$ cat src/rtl/eye_pkg.sv
package eye_pkg;
  typedef enum logic [1:0] {
    ST_OK      = 2'd0,
    ST_FAIL    = 2'd1,
    ST_EDGE_HI = 2'd2,
    ST_EDGE_LO = 2'd3
  } lane_st_t;
endpackage

$ cat src/rtl/eye_lane_reduce.sv
module eye_lane_reduce #(
  parameter int TW      = 8,
  parameter int NBITS   = 8,
  parameter int MAX_WIN = 32
) (
  input  logic [NBITS*TW-1:0] starts_i,
  input  logic [NBITS*TW-1:0] ends_i,
  input  logic                fix_i,
  output logic [TW-1:0]       max_s_o,
  output logic [TW-1:0]       min_e_o,
  output logic                bad_o
);
  localparam logic [TW-1:0] TOP = TW'(MAX_WIN - 1);

  logic [NBITS-1:0][TW-1:0] eff_e;
  logic [NBITS-1:0][TW-1:0] bit_s;
  logic [NBITS-1:0]         bad_b;

  for (genvar g = 0; g < NBITS; g++) begin : g_bit
    logic fixable;
    assign bit_s[g] = starts_i[g*TW +: TW];
    assign fixable  = (bit_s[g] != '0) && (ends_i[g*TW +: TW] == '0);
    assign eff_e[g] = (fix_i && fixable) ? TOP : ends_i[g*TW +: TW];
    assign bad_b[g] = fix_i && !fixable;
  end

  always_comb begin
    max_s_o = '0;
    min_e_o = '1;
    for (int i = 0; i < NBITS; i++) begin
      if (bit_s[i] > max_s_o) max_s_o = bit_s[i];
      if (eff_e[i] < min_e_o) min_e_o = eff_e[i];
    end
    bad_o = |bad_b;
  end
endmodule

$ cat src/rtl/eye_window_check.sv
module eye_window_check #(
  parameter int TW      = 8,
  parameter int MAX_WIN = 32,
  parameter int MIN_WIN = 10
) (
  input  logic [TW-1:0] s_i,
  input  logic [TW-1:0] e_i,
  output logic          valid_o
);
  localparam logic [TW-1:0] TOP = TW'(MAX_WIN - 1);

  logic [TW-1:0] e_inc, s_min, s_max;
  logic wide_ok, edge_lo, edge_hi;

  always_comb begin
    e_inc   = e_i + TW'(1);
    s_min   = s_i + TW'(MIN_WIN);
    s_max   = s_i + TW'(MAX_WIN);
    wide_ok = (e_inc > s_min) && (e_inc < s_max);
    edge_lo = (s_i == '0) && (e_i != '0);
    edge_hi = (s_i != TOP) && (e_i == TOP);
    valid_o = wide_ok || edge_lo || edge_hi;
  end
endmodule

$ cat src/rtl/eye_finalize.sv
module eye_finalize
  import eye_pkg::*;
#(
  parameter int TW      = 8,
  parameter int MAX_WIN = 32,
  parameter int MIN_WIN = 10,
  parameter int WR_OFF  = 64
) (
  input  logic [TW-1:0] s_i,
  input  logic [TW-1:0] e_i,
  input  lane_st_t      st_i,
  input  logic          wr_i,
  output lane_st_t      st_o,
  output logic          ok_o,
  output logic [TW-1:0] centre_o,
  output logic [TW-1:0] len_o
);
  localparam logic [TW-1:0] TOP = TW'(MAX_WIN - 1);

  logic [TW-1:0] d, off;
  logic [TW:0]   sum;
  logic          narrow;

  always_comb begin
    d      = e_i - s_i;
    narrow = (d > TW'(2)) && (d < TW'(MIN_WIN));
    st_o   = st_i;
    if (st_i != ST_FAIL) begin
      if ((e_i == TOP) && narrow) st_o = ST_EDGE_HI;
      if ((e_i == '0) && narrow)  st_o = ST_EDGE_LO;
    end
    ok_o     = (st_o != ST_FAIL);
    off      = wr_i ? TW'(WR_OFF) : '0;
    sum      = {1'b0, e_i} + {1'b0, s_i};
    centre_o = ok_o ? (sum[TW:1] - off) : '0;
    len_o    = ok_o ? (d + TW'(1)) : '0;
  end
endmodule

$ cat src/rtl/eye_center_acc.sv
module eye_center_acc
  import eye_pkg::*;
#(
  parameter int TW      = 8,
  parameter int NBITS   = 8,
  parameter int MAX_WIN = 32,
  parameter int MIN_WIN = 10,
  parameter int WR_OFF  = 64,
  parameter int RW      = 16,
  parameter int RD_LSB  = 0,
  parameter int WR_LSB  = 8
) (
  input  logic                clk,
  input  logic                rst,
  input  logic                start_i,
  input  logic                wr_mode_i,
  input  logic                pat_valid_i,
  input  logic [NBITS*TW-1:0] starts_i,
  input  logic [NBITS*TW-1:0] ends_i,
  input  logic                lock_lh_i,
  input  logic                lock_hl_i,
  input  logic                last_i,
  input  logic [RW-1:0]       word_i,
  output logic                done_o,
  output logic [1:0]          status_o,
  output logic                ok_o,
  output logic [TW-1:0]       centre_o,
  output logic [TW-1:0]       win_len_o,
  output logic [RW-1:0]       word_o,
  output logic                fail_o
);
  localparam int            FW    = 5;
  localparam logic [RW-1:0] FMASK = RW'((1 << FW) - 1);
  localparam logic [TW-1:0] E_RD  = TW'(MAX_WIN - 1);
  localparam logic [TW-1:0] E_WR  = TW'(MAX_WIN - 1 + WR_OFF);

  logic [TW-1:0] acc_s, acc_e;
  lane_st_t      st_q;
  logic          mode_q;

  logic          unlocked;
  logic [TW-1:0] pat_s, pat_e, nxt_s, nxt_e;
  logic          pat_bad, win_ok;

  assign unlocked = !(lock_lh_i && lock_hl_i);

  eye_lane_reduce #(.TW(TW), .NBITS(NBITS), .MAX_WIN(MAX_WIN)) u_reduce (
    .starts_i (starts_i),
    .ends_i   (ends_i),
    .fix_i    (unlocked),
    .max_s_o  (pat_s),
    .min_e_o  (pat_e),
    .bad_o    (pat_bad)
  );

  assign nxt_s = (pat_s > acc_s) ? pat_s : acc_s;
  assign nxt_e = (pat_e < acc_e) ? pat_e : acc_e;

  eye_window_check #(.TW(TW), .MAX_WIN(MAX_WIN), .MIN_WIN(MIN_WIN)) u_check (
    .s_i     (nxt_s),
    .e_i     (nxt_e),
    .valid_o (win_ok)
  );

  lane_st_t      fin_st;
  logic          fin_ok;
  logic [TW-1:0] fin_centre, fin_len;
  logic [RW-1:0] merged;

  eye_finalize #(.TW(TW), .MAX_WIN(MAX_WIN), .MIN_WIN(MIN_WIN), .WR_OFF(WR_OFF)) u_fin (
    .s_i      (acc_s),
    .e_i      (acc_e),
    .st_i     (st_q),
    .wr_i     (mode_q),
    .st_o     (fin_st),
    .ok_o     (fin_ok),
    .centre_o (fin_centre),
    .len_o    (fin_len)
  );

  always_comb begin
    if (!fin_ok)
      merged = word_i;
    else if (mode_q)
      merged = (word_i & ~(FMASK << WR_LSB)) | (RW'(fin_len[FW-1:0]) << WR_LSB);
    else
      merged = (word_i & ~(FMASK << RD_LSB)) | (RW'(fin_len[FW-1:0]) << RD_LSB);
  end

  always_ff @(posedge clk) begin
    if (rst) begin
      acc_s     <= '0;
      acc_e     <= E_RD;
      st_q      <= ST_OK;
      mode_q    <= 1'b0;
      fail_o    <= 1'b0;
      done_o    <= 1'b0;
      status_o  <= '0;
      ok_o      <= 1'b0;
      centre_o  <= '0;
      win_len_o <= '0;
      word_o    <= '0;
    end else begin
      done_o <= 1'b0;
      if (start_i) begin
        acc_s  <= '0;
        acc_e  <= wr_mode_i ? E_WR : E_RD;
        st_q   <= ST_OK;
        mode_q <= wr_mode_i;
        fail_o <= 1'b0;
      end else if (last_i) begin
        done_o    <= 1'b1;
        status_o  <= fin_st;
        ok_o      <= fin_ok;
        centre_o  <= fin_centre;
        win_len_o <= fin_len;
        word_o    <= merged;
      end else if (pat_valid_i) begin
        if (unlocked && (st_q == ST_FAIL)) begin
          // discarded: lane already failed and this pattern did not lock
        end else if (pat_bad) begin
          st_q <= ST_FAIL;
        end else begin
          acc_s <= nxt_s;
          acc_e <= nxt_e;
          if (!win_ok) begin
            st_q   <= ST_FAIL;
            fail_o <= 1'b1;
          end
        end
      end
    end
  end

  a_r9_done_pulse: assert property (@(posedge clk) disable iff (rst)
    done_o |=> !done_o);
  a_r9_done_follows_last: assert property (@(posedge clk) disable iff (rst)
    (last_i && !start_i) |=> done_o);
  a_r3_start_never_drops: assert property (@(posedge clk) disable iff (rst)
    !start_i |=> (acc_s >= $past(acc_s)));
  a_r3_end_never_grows: assert property (@(posedge clk) disable iff (rst)
    !start_i |=> (acc_e <= $past(acc_e)));
  a_r1_start_init: assert property (@(posedge clk) disable iff (rst)
    start_i |=> (acc_s == '0 && st_q == ST_OK && !fail_o));
  a_r5_fail_marks_lane: assert property (@(posedge clk) disable iff (rst)
    fail_o |-> (st_q == ST_FAIL));
  a_r4_run_status_binary: assert property (@(posedge clk) disable iff (rst)
    (st_q == ST_OK) || (st_q == ST_FAIL));
  a_r7_failed_no_centre: assert property (@(posedge clk) disable iff (rst)
    (done_o && status_o == 2'd1) |-> (!ok_o && centre_o == '0 && win_len_o == '0));
endmodule

$ cat config.mk
export PLATFORM = sky130hd
export DESIGN_NAME = eye_center_acc
export DESIGN_NICKNAME = d
export VERILOG_FILES = /design/src/rtl/eye_pkg.sv /design/src/rtl/eye_lane_reduce.sv /design/src/rtl/eye_window_check.sv /design/src/rtl/eye_finalize.sv /design/src/rtl/eye_center_acc.sv
export SDC_FILE = /design/constraint.sdc
export NUM_CORES = 1
export LEC_CHECK = 0
export ABC_CLOCK_PERIOD_IN_PS = 15300
export BUFFER_PORTS_ARGS = -buffer_cell sky130_fd_sc_hd__clkbuf_2
export CAP_MARGIN = 20
export CORE_ASPECT_RATIO = 0.8
export CORE_MARGIN = 8
export CORE_UTILIZATION = 31
export DETAILED_ROUTE_END_ITERATION = 12
export PLACE_DENSITY = 0.58
export SKIP_CTS_REPAIR_TIMING = 1
export SYNTH_ARGS = -nofsm -noshare
export SYNTH_HDL_FRONTEND = slang
export SYNTH_HIERARCHICAL = 1
export SYNTH_SLANG_ARGS = --single-unit
$ cat constraint.sdc
create_clock -name clk -period 15.3 [get_ports clk]
set_input_delay 0.765 -clock clk [delete_from_list [all_inputs] [get_ports clk]]
set_output_delay 0.765 -clock clk [all_outputs]
set_load 0.05 [all_outputs]
==> impl_metrics.env <==
export IMPL_ant_nets=0
export IMPL_cp_start_kind="input port"
export IMPL_grt_pass1_wl_mm=48.4
export IMPL_avgSynthCellArea_um2=7.33
export IMPL_grt_max_degree=46
export IMPL_synth_top_cell_by_area="ha_1"
export IMPL_syn_area_um2=9110
export IMPL_cts_sinks=55
export IMPL_vias_per_cell=5.13
export IMPL_vias=10200
export IMPL_violations="setup timing"
export IMPL_syn2layout_area_growth_pct=48.1
export IMPL_cap_viol_max_count=0
export IMPL_die_y_um=169
export IMPL_fin_nets=1913
export IMPL_die_w_um=208
export IMPL_coreArea_um2=29100
export IMPL_dr_pass1_iters=5
export IMPL_clkLatencyLatePin_ps=310
export IMPL_synth_top_flop_cell="dfxtp_1"
export IMPL_relSlewSlack=0.337
export IMPL_finalHoldWorstSlack_ps=458
export IMPL_worstMarginPinSlew_ps=982
export IMPL_yosysMostFrequentCell="nand2_1"
export IMPL_rsz0062_at_grt="yes"
export IMPL_num_io_pins=189
export IMPL_routed_wl_mm=32.8
export IMPL_status="finished with violations"
export IMPL_synth_top_area_frac=0.209
export IMPL_die_area_um2=35200
export IMPL_cpPeakStageDelay_ps=580
export IMPL_fin_area_um2=13500
export IMPL_synthTopCellsByArea="ha_1 21%, dfxtp_1 12%, nand2_1 6.6%"
export IMPL_clk_pin_slew_ps=80
export IMPL_drtIter0Drc=514
export IMPL_ys_seq_area_frac=0.121
export IMPL_critPathSlowestCell="or4_4"
export IMPL_crit_type="in -> reg"
export IMPL_cts_htree_levels=2
export IMPL_cts_root_buf="clkbuf_16"
export IMPL_yosys_warnings=6
export IMPL_ys_ff_latch=55
export IMPL_finalCriticalPeriod_ps=15520
export IMPL_max_freq_mhz=64.4
export IMPL_cts_tree="done"
export IMPL_hold_class="reg -> reg"
export IMPL_setup_viol=2
export IMPL_port_buffers=188
export IMPL_postPlaceCellArea_um2=11700
export IMPL_gp_congestion=0.885
export IMPL_netlist_top_cells_count="159 x nand2_1, 152 x ha_1, 131 x inv_1, 96 x a21oi_1, 86 x nor2_1"
export IMPL_cts_buffer_depth=2
export IMPL_ys_types=89
export IMPL_synthCells=1242
export IMPL_cts_made_buffers=5
export IMPL_cp_max_fo=8
export IMPL_slew_violations=0
export IMPL_grt_total_usage=0.163
export IMPL_overflow=0
export IMPL_grt_pass1_vias=9449
export IMPL_dp_hpwl_mm=26.5
export IMPL_synth_edf_count=0
export IMPL_required_ps=15490
export IMPL_rows=56
export IMPL_async_flop_share=0
export IMPL_drive_above_1_share=0.409
export IMPL_cp_end_kind="register"
export IMPL_finalClockSkew_ps=15.2
export IMPL_worst_slack_ps=-216
export IMPL_wl_per_cell_um=16.5
export IMPL_drc=0
export IMPL_period_share=1.01
export IMPL_antenna_found_initial=2
export IMPL_initial_core_util=0.313
export IMPL_hold_viol_final=0
export IMPL_cp_common_cell="a21oi_2"
export IMPL_arrival_ps=15710
critical path, delay by kind of cell:
family	cells	cell delay, ps
and+or+nand+nor	23	4220
AOI/OAI and AO/OA	35	5470
muxes	6	1910
adders and majority gates	9	2200
buffers and inverters	8	910
xor gates and xnor gates	1	190
flip-flops by register name (all words and copies together) (netlist names), 2 cells and up:
name / flops
acc_e: 8
acc_s: 8
centre_o: 8
status_o: 2
win_len_o: 8
word_o: 16
cells by family (layout without fill, tap and decap cells):
logic type,Yosys count,count (layout),synth area share
other cells,1,5,0.000412
fa+ha+maj,155,155,0.214
xor+xnor,32,32,0.0308
compound gates,301,301,0.224
simple gates,420,420,0.224
flops,55,55,0.121
buf+inv,190,554,0.0817
mux,88,88,0.104
cell type report:
type	count	area [µm²]
fillers	2840	15700
multi-input cells	999	8490
repair buffers	415	2770
flip-flops and latches	55	1100
inverters	131	497
well taps	377	472
clock buffers	5	125
clock inverters	3	28.8
diodes	2	5.00
worst paths after layout:
check	from	endpoint	slack, ps	depth (start not counted)
worst max-delay path	starts_i[11]	st_q[0]	-220	82
worst min-delay path	win_len_o[4]	win_len_o[4]	460	2
worst max register to register	acc_e[1]	st_q[0]	10990	15
worst min register to register	win_len_o[4]	win_len_o[4]	460	2
through the flow:
stage	setup TNS [ps]	setup WS [ps]	utilization	instances
final	-378	-216	0.463	1987
after global routing	-1650	-848	0.463	1987
after CTS	-1700	-871	0.408	1937
after detailed placement	-2240	-1130	0.403	1929
after global placement	-1930	-973	0.403	1929
after floorplan	0	19.7	-	1244
layer usage:
layer	GRT usage	part of all wire
met1	0.245	0.50
met2	0.248	0.44
met3	0.0183	0.040
met4	0.0302	0.014
met5	0	0
layout by cell type (no fill, tap or decap), types with 13 or more instances in the layout:
master    instances
nor2_1           75
nand2b_1         21
o21ai_2          13
mux2i_4          13
a21oi_2          20
ha_4             29
inv_1           120
xnor2_1          17
a21o_1           23
mux2_2           27
nand4_1          14
nand3_1          24
ha_1            120
mux2_4           17
a21oi_1          72
buf_4           204
dfxtp_1          55
o21ai_0          31
nand2_1         157
buf_6            24
nor4_1           29
o21a_1           26
mux2i_1          24
clkbuf_2        181
Power is not shown: default switching activity piles up to over one toggle a cycle in this logic, so the estimate is an artifact.
